===== config.mk =====
export PLATFORM = sky130hd
export DESIGN_NAME = brx_branch_unit
export DESIGN_NICKNAME = d
export VERILOG_FILES = /design/src/rtl/brx_pkg.sv /design/src/rtl/brx_operand_mux.sv /design/src/rtl/brx_rel_cmp.sv /design/src/rtl/brx_next_idx.sv /design/src/rtl/brx_branch_unit.sv
export SDC_FILE = /design/constraint.sdc
export NUM_CORES = 1
export LEC_CHECK = 0
export CORE_MARGIN = 2
export CORE_UTILIZATION = 30
export DETAILED_ROUTE_END_ITERATION = 12
export GPL_TIMING_DRIVEN = 0
export PLACE_DENSITY = 0.64
export SYNTH_ARGS = -nofsm -noshare
export SYNTH_HDL_FRONTEND = slang
export SYNTH_HIERARCHICAL = 1
export SYNTH_SLANG_ARGS = --single-unit

===== constraint.sdc =====
create_clock -name clk -period 3.7 [get_ports clk]
set_input_delay 0.74 -clock clk [delete_from_list [all_inputs] [get_ports clk]]
set_output_delay 0.74 -clock clk [all_outputs]
set_load 0.02 [all_outputs]

===== src/rtl/brx_pkg.sv =====
package brx_pkg;

    typedef enum logic [3:0] {
        OP_ALWAYS = 4'h0,
        OP_EQ     = 4'h1,
        OP_UGT    = 4'h2,
        OP_UGE    = 4'h3,
        OP_ANYB   = 4'h4,
        OP_NE     = 4'h5,
        OP_SGT    = 4'h6,
        OP_SGE    = 4'h7,
        OP_CALL   = 4'h8,
        OP_RET    = 4'h9,
        OP_ULT    = 4'hA,
        OP_ULE    = 4'hB,
        OP_SLT    = 4'hC,
        OP_SLE    = 4'hD
    } op_e;

    // Relation flags between two operands of one width
    typedef struct packed {
        logic eq;
        logic ult;
        logic slt;
        logic anyb;
    } rel_t;

endpackage


===== src/rtl/brx_operand_mux.sv =====
module brx_operand_mux #(
    parameter int XLEN = 64,
    parameter int IMMW = 32
) (
    input  logic            src_sel,
    input  logic [XLEN-1:0] src_val,
    input  logic [IMMW-1:0] imm,
    output logic [XLEN-1:0] opb
);
    localparam int EXT = XLEN - IMMW;

    logic [XLEN-1:0] imm_wide;

    generate
        if (EXT > 0) begin : g_sext
            assign imm_wide = {{EXT{imm[IMMW-1]}}, imm};
        end else begin : g_trunc
            assign imm_wide = imm[XLEN-1:0];
        end
    endgenerate

    assign opb = src_sel ? src_val : imm_wide;
endmodule


===== src/rtl/brx_rel_cmp.sv =====
module brx_rel_cmp
    import brx_pkg::*;
#(
    parameter int W = 64
) (
    input  logic [W-1:0] a,
    input  logic [W-1:0] b,
    output rel_t         rel
);
    logic ult;

    assign ult = a < b;

    always_comb begin
        rel.eq   = (a == b);
        rel.ult  = ult;
        rel.slt  = (a[W-1] != b[W-1]) ? a[W-1] : ult;
        rel.anyb = |(a & b);
    end
endmodule


===== src/rtl/brx_next_idx.sv =====
module brx_next_idx #(
    parameter int PCW  = 32,
    parameter int OFFW = 16
) (
    input  logic [PCW-1:0]  cur,
    input  logic [OFFW-1:0] off,
    output logic [PCW-1:0]  nxt_seq,
    output logic [PCW-1:0]  nxt_jmp
);
    localparam int EXT = PCW - OFFW;

    logic [PCW-1:0] off_ext;

    generate
        if (EXT > 0) begin : g_sext
            assign off_ext = {{EXT{off[OFFW-1]}}, off};
        end else begin : g_trunc
            assign off_ext = off[PCW-1:0];
        end
    endgenerate

    assign nxt_seq = cur + PCW'(1);
    assign nxt_jmp = nxt_seq + off_ext;
endmodule


===== src/rtl/brx_branch_unit.sv =====
module brx_branch_unit
    import brx_pkg::*;
#(
    parameter int XLEN = 64,
    parameter int IMMW = 32,
    parameter int OFFW = 16,
    parameter int PCW  = 32
) (
    input  logic            clk,
    input  logic            rst_n,
    input  logic            in_valid,
    input  logic [3:0]      op_code,
    input  logic            src_sel,
    input  logic            is_jmp32,
    input  logic [XLEN-1:0] dst_val,
    input  logic [XLEN-1:0] src_val,
    input  logic [IMMW-1:0] imm,
    input  logic [OFFW-1:0] offset,
    input  logic [PCW-1:0]  cur_idx,
    output logic            out_valid,
    output logic            taken,
    output logic [PCW-1:0]  next_idx,
    output logic            is_call,
    output logic            is_exit,
    output logic            illegal
);
    localparam int HALF = XLEN / 2;

    typedef struct packed {
        logic           vld;
        logic           take;
        logic           call;
        logic           ret;
        logic           bad;
        logic [PCW-1:0] nxt;
    } res_t;

    res_t res_d, res_q;

    logic [XLEN-1:0] opb;
    rel_t            rel_wide, rel_narrow, rel;
    logic [PCW-1:0]  nxt_seq, nxt_jmp;

    brx_operand_mux #(.XLEN(XLEN), .IMMW(IMMW)) u_opmux (
        .src_sel (src_sel),
        .src_val (src_val),
        .imm     (imm),
        .opb     (opb)
    );

    brx_rel_cmp #(.W(XLEN)) u_cmp_wide (
        .a   (dst_val),
        .b   (opb),
        .rel (rel_wide)
    );

    brx_rel_cmp #(.W(HALF)) u_cmp_narrow (
        .a   (dst_val[HALF-1:0]),
        .b   (opb[HALF-1:0]),
        .rel (rel_narrow)
    );

    brx_next_idx #(.PCW(PCW), .OFFW(OFFW)) u_next (
        .cur     (cur_idx),
        .off     (offset),
        .nxt_seq (nxt_seq),
        .nxt_jmp (nxt_jmp)
    );

    always_comb begin
        res_d     = '0;
        res_d.vld = in_valid;
        rel       = is_jmp32 ? rel_narrow : rel_wide;
        if (in_valid) begin
            unique case (op_code)
                OP_ALWAYS: begin
                    if (is_jmp32) res_d.bad  = 1'b1;
                    else          res_d.take = 1'b1;
                end
                OP_EQ:   res_d.take = rel.eq;
                OP_NE:   res_d.take = !rel.eq;
                OP_UGT:  res_d.take = !(rel.ult || rel.eq);
                OP_UGE:  res_d.take = !rel.ult;
                OP_ULT:  res_d.take = rel.ult;
                OP_ULE:  res_d.take = rel.ult || rel.eq;
                OP_SGT:  res_d.take = !(rel.slt || rel.eq);
                OP_SGE:  res_d.take = !rel.slt;
                OP_SLT:  res_d.take = rel.slt;
                OP_SLE:  res_d.take = rel.slt || rel.eq;
                OP_ANYB: res_d.take = rel.anyb;
                OP_CALL: res_d.call = 1'b1;
                OP_RET: begin
                    if (is_jmp32) res_d.bad = 1'b1;
                    else          res_d.ret = 1'b1;
                end
                default: res_d.bad = 1'b1;
            endcase
            res_d.nxt = res_d.take ? nxt_jmp : nxt_seq;
        end
    end

    always_ff @(posedge clk) begin
        if (!rst_n) res_q <= '0;
        else        res_q <= res_d;
    end

    assign out_valid = res_q.vld;
    assign taken     = res_q.take;
    assign next_idx  = res_q.nxt;
    assign is_call   = res_q.call;
    assign is_exit   = res_q.ret;
    assign illegal   = res_q.bad;
endmodule


# Yosys cells after proc, flatten, opt, wreduce, memory -nomap -nowiden
# Index checks and enable logic that the tools add are counted.
# totals
ff_bits,37
in_bits,217
output_inout_bits,37
elab_cells,54
# classes
addsub,2
order_cmp,2
n_eq_ne,17
n_mux,11
bitwise,2
n_reduce_logical,14
# ops
operator,count
$and 64x64->64,1
$eq 64x64->1,1
$lt 64x64->1,1
$mux 64,1
$reduce_or 64->1,1
$add 32x1->32 const B,1
$add 32x32->32,1
$and 32x32->32,1
$eq 32x32->1,1
$lt 32x32->1,1
$mux 32,1
$reduce_or 32->1,1
$eq 4x4->1 const B,6
$eq 4x3->1 const B,4
$pmux 1 s12,1
$reduce_or 12->1,1
$eq 4x2->1 const B,2
$mux 1,6
$logic_not 1->1,5
$eq 4x1->1 const B,1
$logic_not 4->1,1
$mux 4,1
$reduce_and 3->1,1
$logic_or 1x1->1,2
4 further kinds,5

# Logic depth before layout (Yosys ltp)
# Gate-level depths: netlist of the first run.
# depth
depth_word,9
depth_mapped,18

# Modules after synthesis
# The synthesis of the first run kept the hierarchy.
# by_module_without_submodules
module,n_inst,cells_per_inst,area_per_inst_um2,seq_area_each_um2
brx_rel_cmp at u_cmp_wide,1,320,2608.8,0.0
brx_next_idx,1,297,2158.3,0.0
brx_branch_unit,1,198,1844.3,740.7
brx_rel_cmp at u_cmp_narrow,1,163,1318.8,0.0
brx_operand_mux,1,74,1091.0,0.0

# Least setup slack after synthesis of the first run
# Ideal clock, no wire load.
# synth_timing
kind,input to register
from,input src_sel
to,register res_q (netlist bit next_idx[0])
setup_ps,132
t_arrival_ps,3648
required_ps,3568
path_slack_ps,-80
stages,16
n_path_buf,3
cell_sequence,buf_6 -> buf_12 -> mux2_4 -> inv_1 -> ha_1 -> nand4_2 -> nor4_4 -> nand4_1 -> a31oi_1 -> nor4_2 -> mux2_4 -> o31ai_1 -> o22ai_2 -> buf_2 -> o31ai_1 -> a21oi_1
# synth_lines
item,line,rtl
start: declaration,brx_branch_unit.sv:13,"input logic src_sel,"
end signal: assignment,brx_branch_unit.sv:104,else res_q <= res_d;
end: declaration,brx_branch_unit.sv:38,"res_t res_d, res_q;"

==> results of run 1 <==
-- through the flow --
step,area (um^2),setup TNS [ns],std cells
after floorplan,9070,-0.594,1052
after global placement,12000,-47.86,1690
after detailed placement,12000,-47.61,1690
after CTS,14100,-4.99,1769
after global routing,14900,-10.96,1792
final,14900,-8.33,1793
-- path summary, 6_finish.rpt --
kind	startpoint	endpoint	slack, ns	cells past startpoint
setup / recovery	src_sel	next_idx[26]	-0.31	19
hold / removal	is_jmp32	is_exit	0.71	2
-- repair_timing --
item / 4_1_cts / 5_1_grt
setup buffers: 66 / 26
pin swaps: 98 / 77
gates cloned: 8 / 4
endpoints found under the setup margin: 33 / 33
resized for setup: 320 / 128
-- power groups by stage --
| stage | combinational [mW] | sequential (mW) | clock [mW] |
|---|---|---|---|
| global route | 2.18 | 0.438 | 0.465 |
| CTS | 1.83 | 0.435 | 0.445 |
| finish | 2.03 | 0.435 | 0.437 |
| detailed placement | 1.50 | 0.444 | 0 |
| floorplan | 0.906 | 0.478 | 0 |
| global placement | 1.48 | 0.443 | 0 |
-- metal layers --
layer | track usage, % | vias to the layer above | wire, um
met5 | 0 | - | 27
met4 | 5.19 | 4 | 987
met3 | 3.13 | 64 | 2000
met2 | 37.9 | 369 | 17000
met1 | 23.6 | 4472 | 13500
li1 | - | 4551 | -
-- layout by cell type (no fill, tap or decap), types with 20 or more instances in the layout --
master | Yosys | routed
inv_2 | 0 | 38
xnor2_1 | 45 | 29
nand2_1 | 66 | 62
buf_4 | 5 | 86
ha_1 | 226 | 168
inv_1 | 110 | 68
mux2_4 | 61 | 64
clkdlybuf4s50_1 | 0 | 169
dfxtp_1 | 37 | 37
ha_4 | 0 | 52
a21oi_1 | 102 | 72
dlygate4sd2_1 | 0 | 64
a21oi_2 | 2 | 30
nand3_1 | 27 | 21
o31ai_4 | 0 | 20
nand4_1 | 65 | 65
-- layout make-up --
cell class	count	share of cell area, %
Antenna cell	1	0.0168
Buffer	36	2.96
Clock buffer	7	0.957
Inverter	110	2.84
Multi-Input combinational cell	865	62.4
Sequential cell	37	4.97
Tap cell	390	3.27
Timing Repair Buffer	347	22.6
-- registers in the layout (all words and copies together), names as in the netlist --
signal,flops
taken,1
next_idx,32
illegal,1
is_call,1
out_valid,1
is_exit,1
-- logic make-up (layout without fill, tap and decap cells) --
family,Yosys count,after routing,share of synthesized area (%)
simple gates,266,266,16.6
compound gates,240,240,18.0
fa+ha+maj,227,227,31.6
buf+inv,150,500,8.25
mux,69,69,11.2
xor+xnor,63,63,6.12
flops,37,37,8.21
other cells,0,1,0
==> results by group, run 1 <==
Status
  • Outcome: complete, but fails checks
  • Failing checks: setup timing

Setup path
  • Crit-path cells: buf_16, clkbuf_16, mux2_4, inv_4, ha_4, nand4_1, buf_4, nor4_4, buf_4, nand3_2, a21oi_4, nor4_4, mux2_4, o31ai_4, o22ai_4, buf_12, buf_12, o31ai_2, a21oi_1
  • Crit Path Class: in2reg
  • Slowest CP cell: mux2_4
  • Critical Path Max Stage Delay: 0.32 ns
  • Crit-path leading delay family: buffers and inverters
  • Buf+Inv Stages, Crit Path: 7
  • Worst Setup Start Kind: input port
  • Critical Path Fanout Max: 10
  • Req. time, crit path: 3.85 ns
  • WP data arrival: 4.15 ns
  • Worst setup EP type: register

Clock network
  • H-Tree Level Count: 2
  • # hold bufs at CTS: 0
  • Clk sinks: 37
  • Clk buf depth: 2
  • CTS Root Cell: clkbuf_16
  • CTS buffer count: 5
  • Clk slew on worst S/H paths: 0.06 ns
  • CTS tree: done

GRT
  • Via count of the first global-routing pass: 9668
  • GRT overflow: 0
  • Overall routing resource usage: 20.2%
  • Initial antenna violation count: 3
  • Pin count of the biggest net entering global routing: 19
  • First-pass GRT wire length: 50.9 mm

Detailed routing
  • DRC Markers: 0
  • DR vias/cell: 5.28
  • Wire per inst: 18.7 um
  • Routed wire length: 33.5 mm
  • Post-route ant nets: 0
  • Routed vias: 9460
  • Initial DRC count: 517
  • Drt pass-1 iters: 5

Synthesis
  • Count leader, synth: ha_1
  • Avg Cell Area, Syn: 8.58 um^2
  • Sequential share of the synthesized area: 8.21%
  • Synth Warn #: 6
  • Async set or reset register ratio after synthesis: 0%
  • Syn Inst Count: 1052
  • Synth cell types: 83
  • Top cells by area, synth: ha_1, mux2_4, dfxtp_1, a21oi_1, inv_1
  • Post-synth top area share: 31.3%
  • Mapped Area: 0.00902 mm^2
  • #FFs+latches synth: 37
  • Ys flop type: dfxtp_1
  • Commonest cells in the netlist: ha_1, inv_1, a21oi_1
  • Synth area leader: ha_1
  • Mapped Nets: 1496
  • EDFF count, synth: 0

Pwr
  • Switching Fraction: 40.8%
  • Peak supply drop: 0.166 mV
  • Seq pwr share: 15.0%
  • Leak pwr: 6.62 nW
  • Pwr Density: 194 mW/mm^2
  • Comb power frac: 69.9%
  • Total power: 2.90 mW
  • Clk pwr share: 15.1%
  • P_int: 1.72 mW
  • NetSw: 1.18 mW

STA
  • Endpoints failing setup: 33
  • Slew headroom: 40.8%
  • Final hold vios: 0
  • Post-layout minimum cycle time: 4.01 ns
  • Max-slew violations: 0
  • Final Cycle Share: 108%
  • Least-Margin Pin Slew: 0.885 ns
  • Hold slack: 0.713 ns
  • F_max: 0.250 GHz
  • RSZ-0062 raised after global routing: true
  • Setup WS post-layout: -0.307 ns

Floorplan
  • Initial Utilization: 30.4%
  • Total die area: 0.0315 mm^2
  • Core Rows: 63
  • # IOs: 254
  • Die height: 177 um
  • Core box area: 0.0296 mm^2
  • Overall die width: 177 um

Finish
  • Footprint of the multi-input gates: 0.00930 mm^2
  • Proportion of layout cells with a drive suffix above 1: 34.7%
  • Sequential cell area: 741 um^2
  • Util after Layout: 50.3%
  • Final nets: 1846
  • P&R area growth vs syn: 65.3%
  • Filler instances: 2724

Placement
  • Final HPWL from detailed placement: 24.8 mm
  • RePlAce Congestion: 0.868
  • Dpl ws: -1.52 ns
  • IO Port Bufs: 248

Job
  • Max Cap Viol: 0

Min path
  • Worst min path class: in2reg
(Power assumes the default switching activity.)
==> run 2: changes to the inputs <==
Settings changed: ABC_CLOCK_PERIOD_IN_PS set to 3700, CORE_UTILIZATION 30 to 46, PLACE_DENSITY 0.64 to 0.88.
==> run 2 against run 1 <==
The flow still finishes with violations (setup timing). Total power grew 9.6%. Count of clock-buffer cells in the layout is the same. Non-clock buffer count grew 3. Worst setup slack lost 0.31 ns. Flip-flop and latch count is the same. First-iteration DRC count grew 120%.
==> results by group, run 2 (synthesis gave the netlist of run 1 again) <==
Floorplan
  • Overall die width: 144 um (was 177 um)
  • Initial Utilization: 46.7% (was 30.4%)
  • Total die area: 0.0207 mm^2 (was 0.0315 mm^2)
  • Core Rows: 51 (was 63)
  • # IOs: 254 (unchanged)
  • Die height: 144 um (was 177 um)
  • Core box area: 0.0193 mm^2 (was 0.0296 mm^2)

Setup path
  • Slowest CP cell: nor4_1 (was mux2_4)
  • WP data arrival: 4.52 ns (was 4.15 ns)
  • Worst Setup Start Kind: input port (unchanged)
  • Worst setup EP type: register (unchanged)
  • Buf+Inv Stages, Crit Path: 4 (was 7)
  • Crit Path Class: in2reg (unchanged)
  • Critical Path Fanout Max: 10 (unchanged)
  • Crit-path cells: buf_16, buf_12, buf_4, mux2_2, ha_1, nor4_1, nand4_1, or4_1, nor3b_2, a211oi_2, o21ai_4, clkbuf_4, nand4_1, a21oi_1 (was buf_16, clkbuf_16, mux2_4, inv_4, ha_4, nand4_1, buf_4, nor4_4, buf_4, nand3_2, a21oi_4, nor4_4, mux2_4, o31ai_4, o22ai_4, buf_12, buf_12, o31ai_2, a21oi_1)
  • Critical Path Most Common Cell: nand4_1
  • Crit-path leading delay family: simple AND/OR/NAND/NOR gates (was buffers and inverters)
  • Critical Path Max Stage Delay: 0.55 ns (was 0.32 ns)
  • Critical Path Start: src_sel (unchanged)
  • Req. time, crit path: 3.91 ns (was 3.85 ns)

Placement
  • Dpl ws: -1.48 ns (was -1.52 ns)
  • Placed insts: 1565 (was 1690)
  • RePlAce Congestion: 0.937 (was 0.868)
  • Final HPWL from detailed placement: 23.8 mm (was 24.8 mm)
  • IO Port Bufs: 248 (unchanged)

STA
  • Slew headroom: 15.1% (was 40.8%)
  • Final Cycle Share: 117% (was 108%)
  • Endpoints failing setup: 33 (unchanged)
  • Max-slew violations: 0 (unchanged)
  • Least-Margin Pin Slew: 1.27 ns (was 0.885 ns)
  • F_max: 0.232 GHz (was 0.250 GHz)
  • Setup WS post-layout: -0.613 ns (was -0.307 ns)
  • RSZ-0062 raised after global routing: true (unchanged)
  • Post-layout minimum cycle time: 4.31 ns (was 4.01 ns)
  • Final hold vios: 0 (unchanged)
  • Setup Total Neg Slack: -13.13 ns (was -8.33 ns)

GRT
  • GRT overflow: 0 (unchanged)
  • Initial antenna violation count: 2 (was 3)
  • Pin count of the biggest net entering global routing: 19 (unchanged)
  • Via count of the first global-routing pass: 10800 (was 9668)
  • First-pass GRT wire length: 54.5 mm (was 50.9 mm)
  • Overall routing resource usage: 33.4% (was 20.2%)

Finish
  • Most frequent cells in the layout: clkdlybuf4s50_1, ha_1, buf_4 (unchanged)
  • Fin cells: 1674 (was 1793)
  • Largest register FFs: 32 (unchanged)
  • P&R area growth vs syn: 65.7% (was 65.3%)
  • Proportion of layout cells with a drive suffix above 1: 35.7% (was 34.7%)
  • Final nets: 1849 (was 1846)
  • Most common cell after layout, fill and taps aside: clkdlybuf4s50_1 (unchanged)

Clock network
  • # hold bufs at CTS: 0 (unchanged)
  • Clk slew on worst S/H paths: 0.07 ns (was 0.06 ns)
  • Clk sinks: 37 (unchanged)
  • H-Tree Level Count: 2 (unchanged)
  • Clk buf depth: 2 (unchanged)
  • CTS buffer count: 5 (unchanged)
  • CTS Root Cell: clkbuf_16 (unchanged)
  • CTS tree: done (unchanged)

Detailed routing
  • Routed wire length: 41.7 mm (was 33.5 mm)
  • Initial DRC count: 1126 (was 517)
  • Post-route ant nets: 0 (unchanged)
  • Wire per inst: 24.9 um (was 18.7 um)
  • Routed vias: 10800 (was 9460)
  • DR vias/cell: 6.43 (was 5.28)
  • DRC Markers: 0 (unchanged)
  • Drt pass-1 iters: 10 (was 5)

Min path
  • Hold path startpoint: is_jmp32 (unchanged)
  • Worst min path class: in2reg (unchanged)

Status
  • Failing checks: setup timing (unchanged)
  • Outcome: complete, but fails checks (unchanged)

Pwr
  • Pwr Density: 213 mW/mm^2 (was 194 mW/mm^2)
  • Peak supply drop: 0.213 mV (was 0.166 mV)
  • Leak pwr: 6.58 nW (was 6.62 nW)

Job
  • Max Cap Viol: 0 (unchanged)
==> run 2: path summary, 6_finish.rpt <==
| kind | to | depth (start not counted) |
|---|---|---|
| setup / recovery | next_idx[12] | 14 |
| hold / removal | is_exit | 2 |
==> run 2: power breakdown <==
group          leakage, nW  internal (mW)  total [mW]  switching (mW)
clock               0.0841          0.338       0.538           0.200
combinational         6.19           1.07        2.20            1.14
sequential           0.303          0.426       0.439          0.0132
total                 6.58           1.83        3.18            1.35
==> run 2: final cells by class <==
class | instances | area [um^2]
inverter | 110 | 430
antenna | 3 | 7.51
sequential | 37 | 741
buffer | 37 | 464
timing repair buffer | 349 | 3440
multi-input combinational | 865 | 9370
clock inverter | 1 | 30.0
fill | 1093 | 4380
clock buffer | 7 | 143
tap | 265 | 332
==> run 2: what timing repair did <==
| item | CTS | global route |
|---|---|---|
| buffers inserted | 74 | 13 |
| endpoints found under the setup margin | 33 | 33 |
| resized for setup | 382 | 72 |
| cloned | 14 | 0 |
| endpoints found under the hold margin | 0 | 0 |
| pin swaps | 126 | 46 |
==> run 2: routing by layer <==
layer | track usage (%) | routed length, um | up-vias
met5 | 0 | 103 | -
met4 | 20.4 | 3500 | 6
met3 | 5.33 | 3840 | 308
met2 | 64.1 | 20300 | 852
met1 | 33.5 | 13900 | 5035
li1 | - | - | 4560
==> run 2: stage by stage <==
step	hold slack [ns]	instance area [um^2]	utilization, %	power (mW)
finish	0.697	15000	77.3	3.18
global route	0.715	14900	77.3	3.28
CTS	0.705	14500	74.9	2.87
detailed placement	0.991	11900	61.4	1.95
global placement	0.984	11900	61.4	1.90
floorplan	0.901	9070	-	1.38
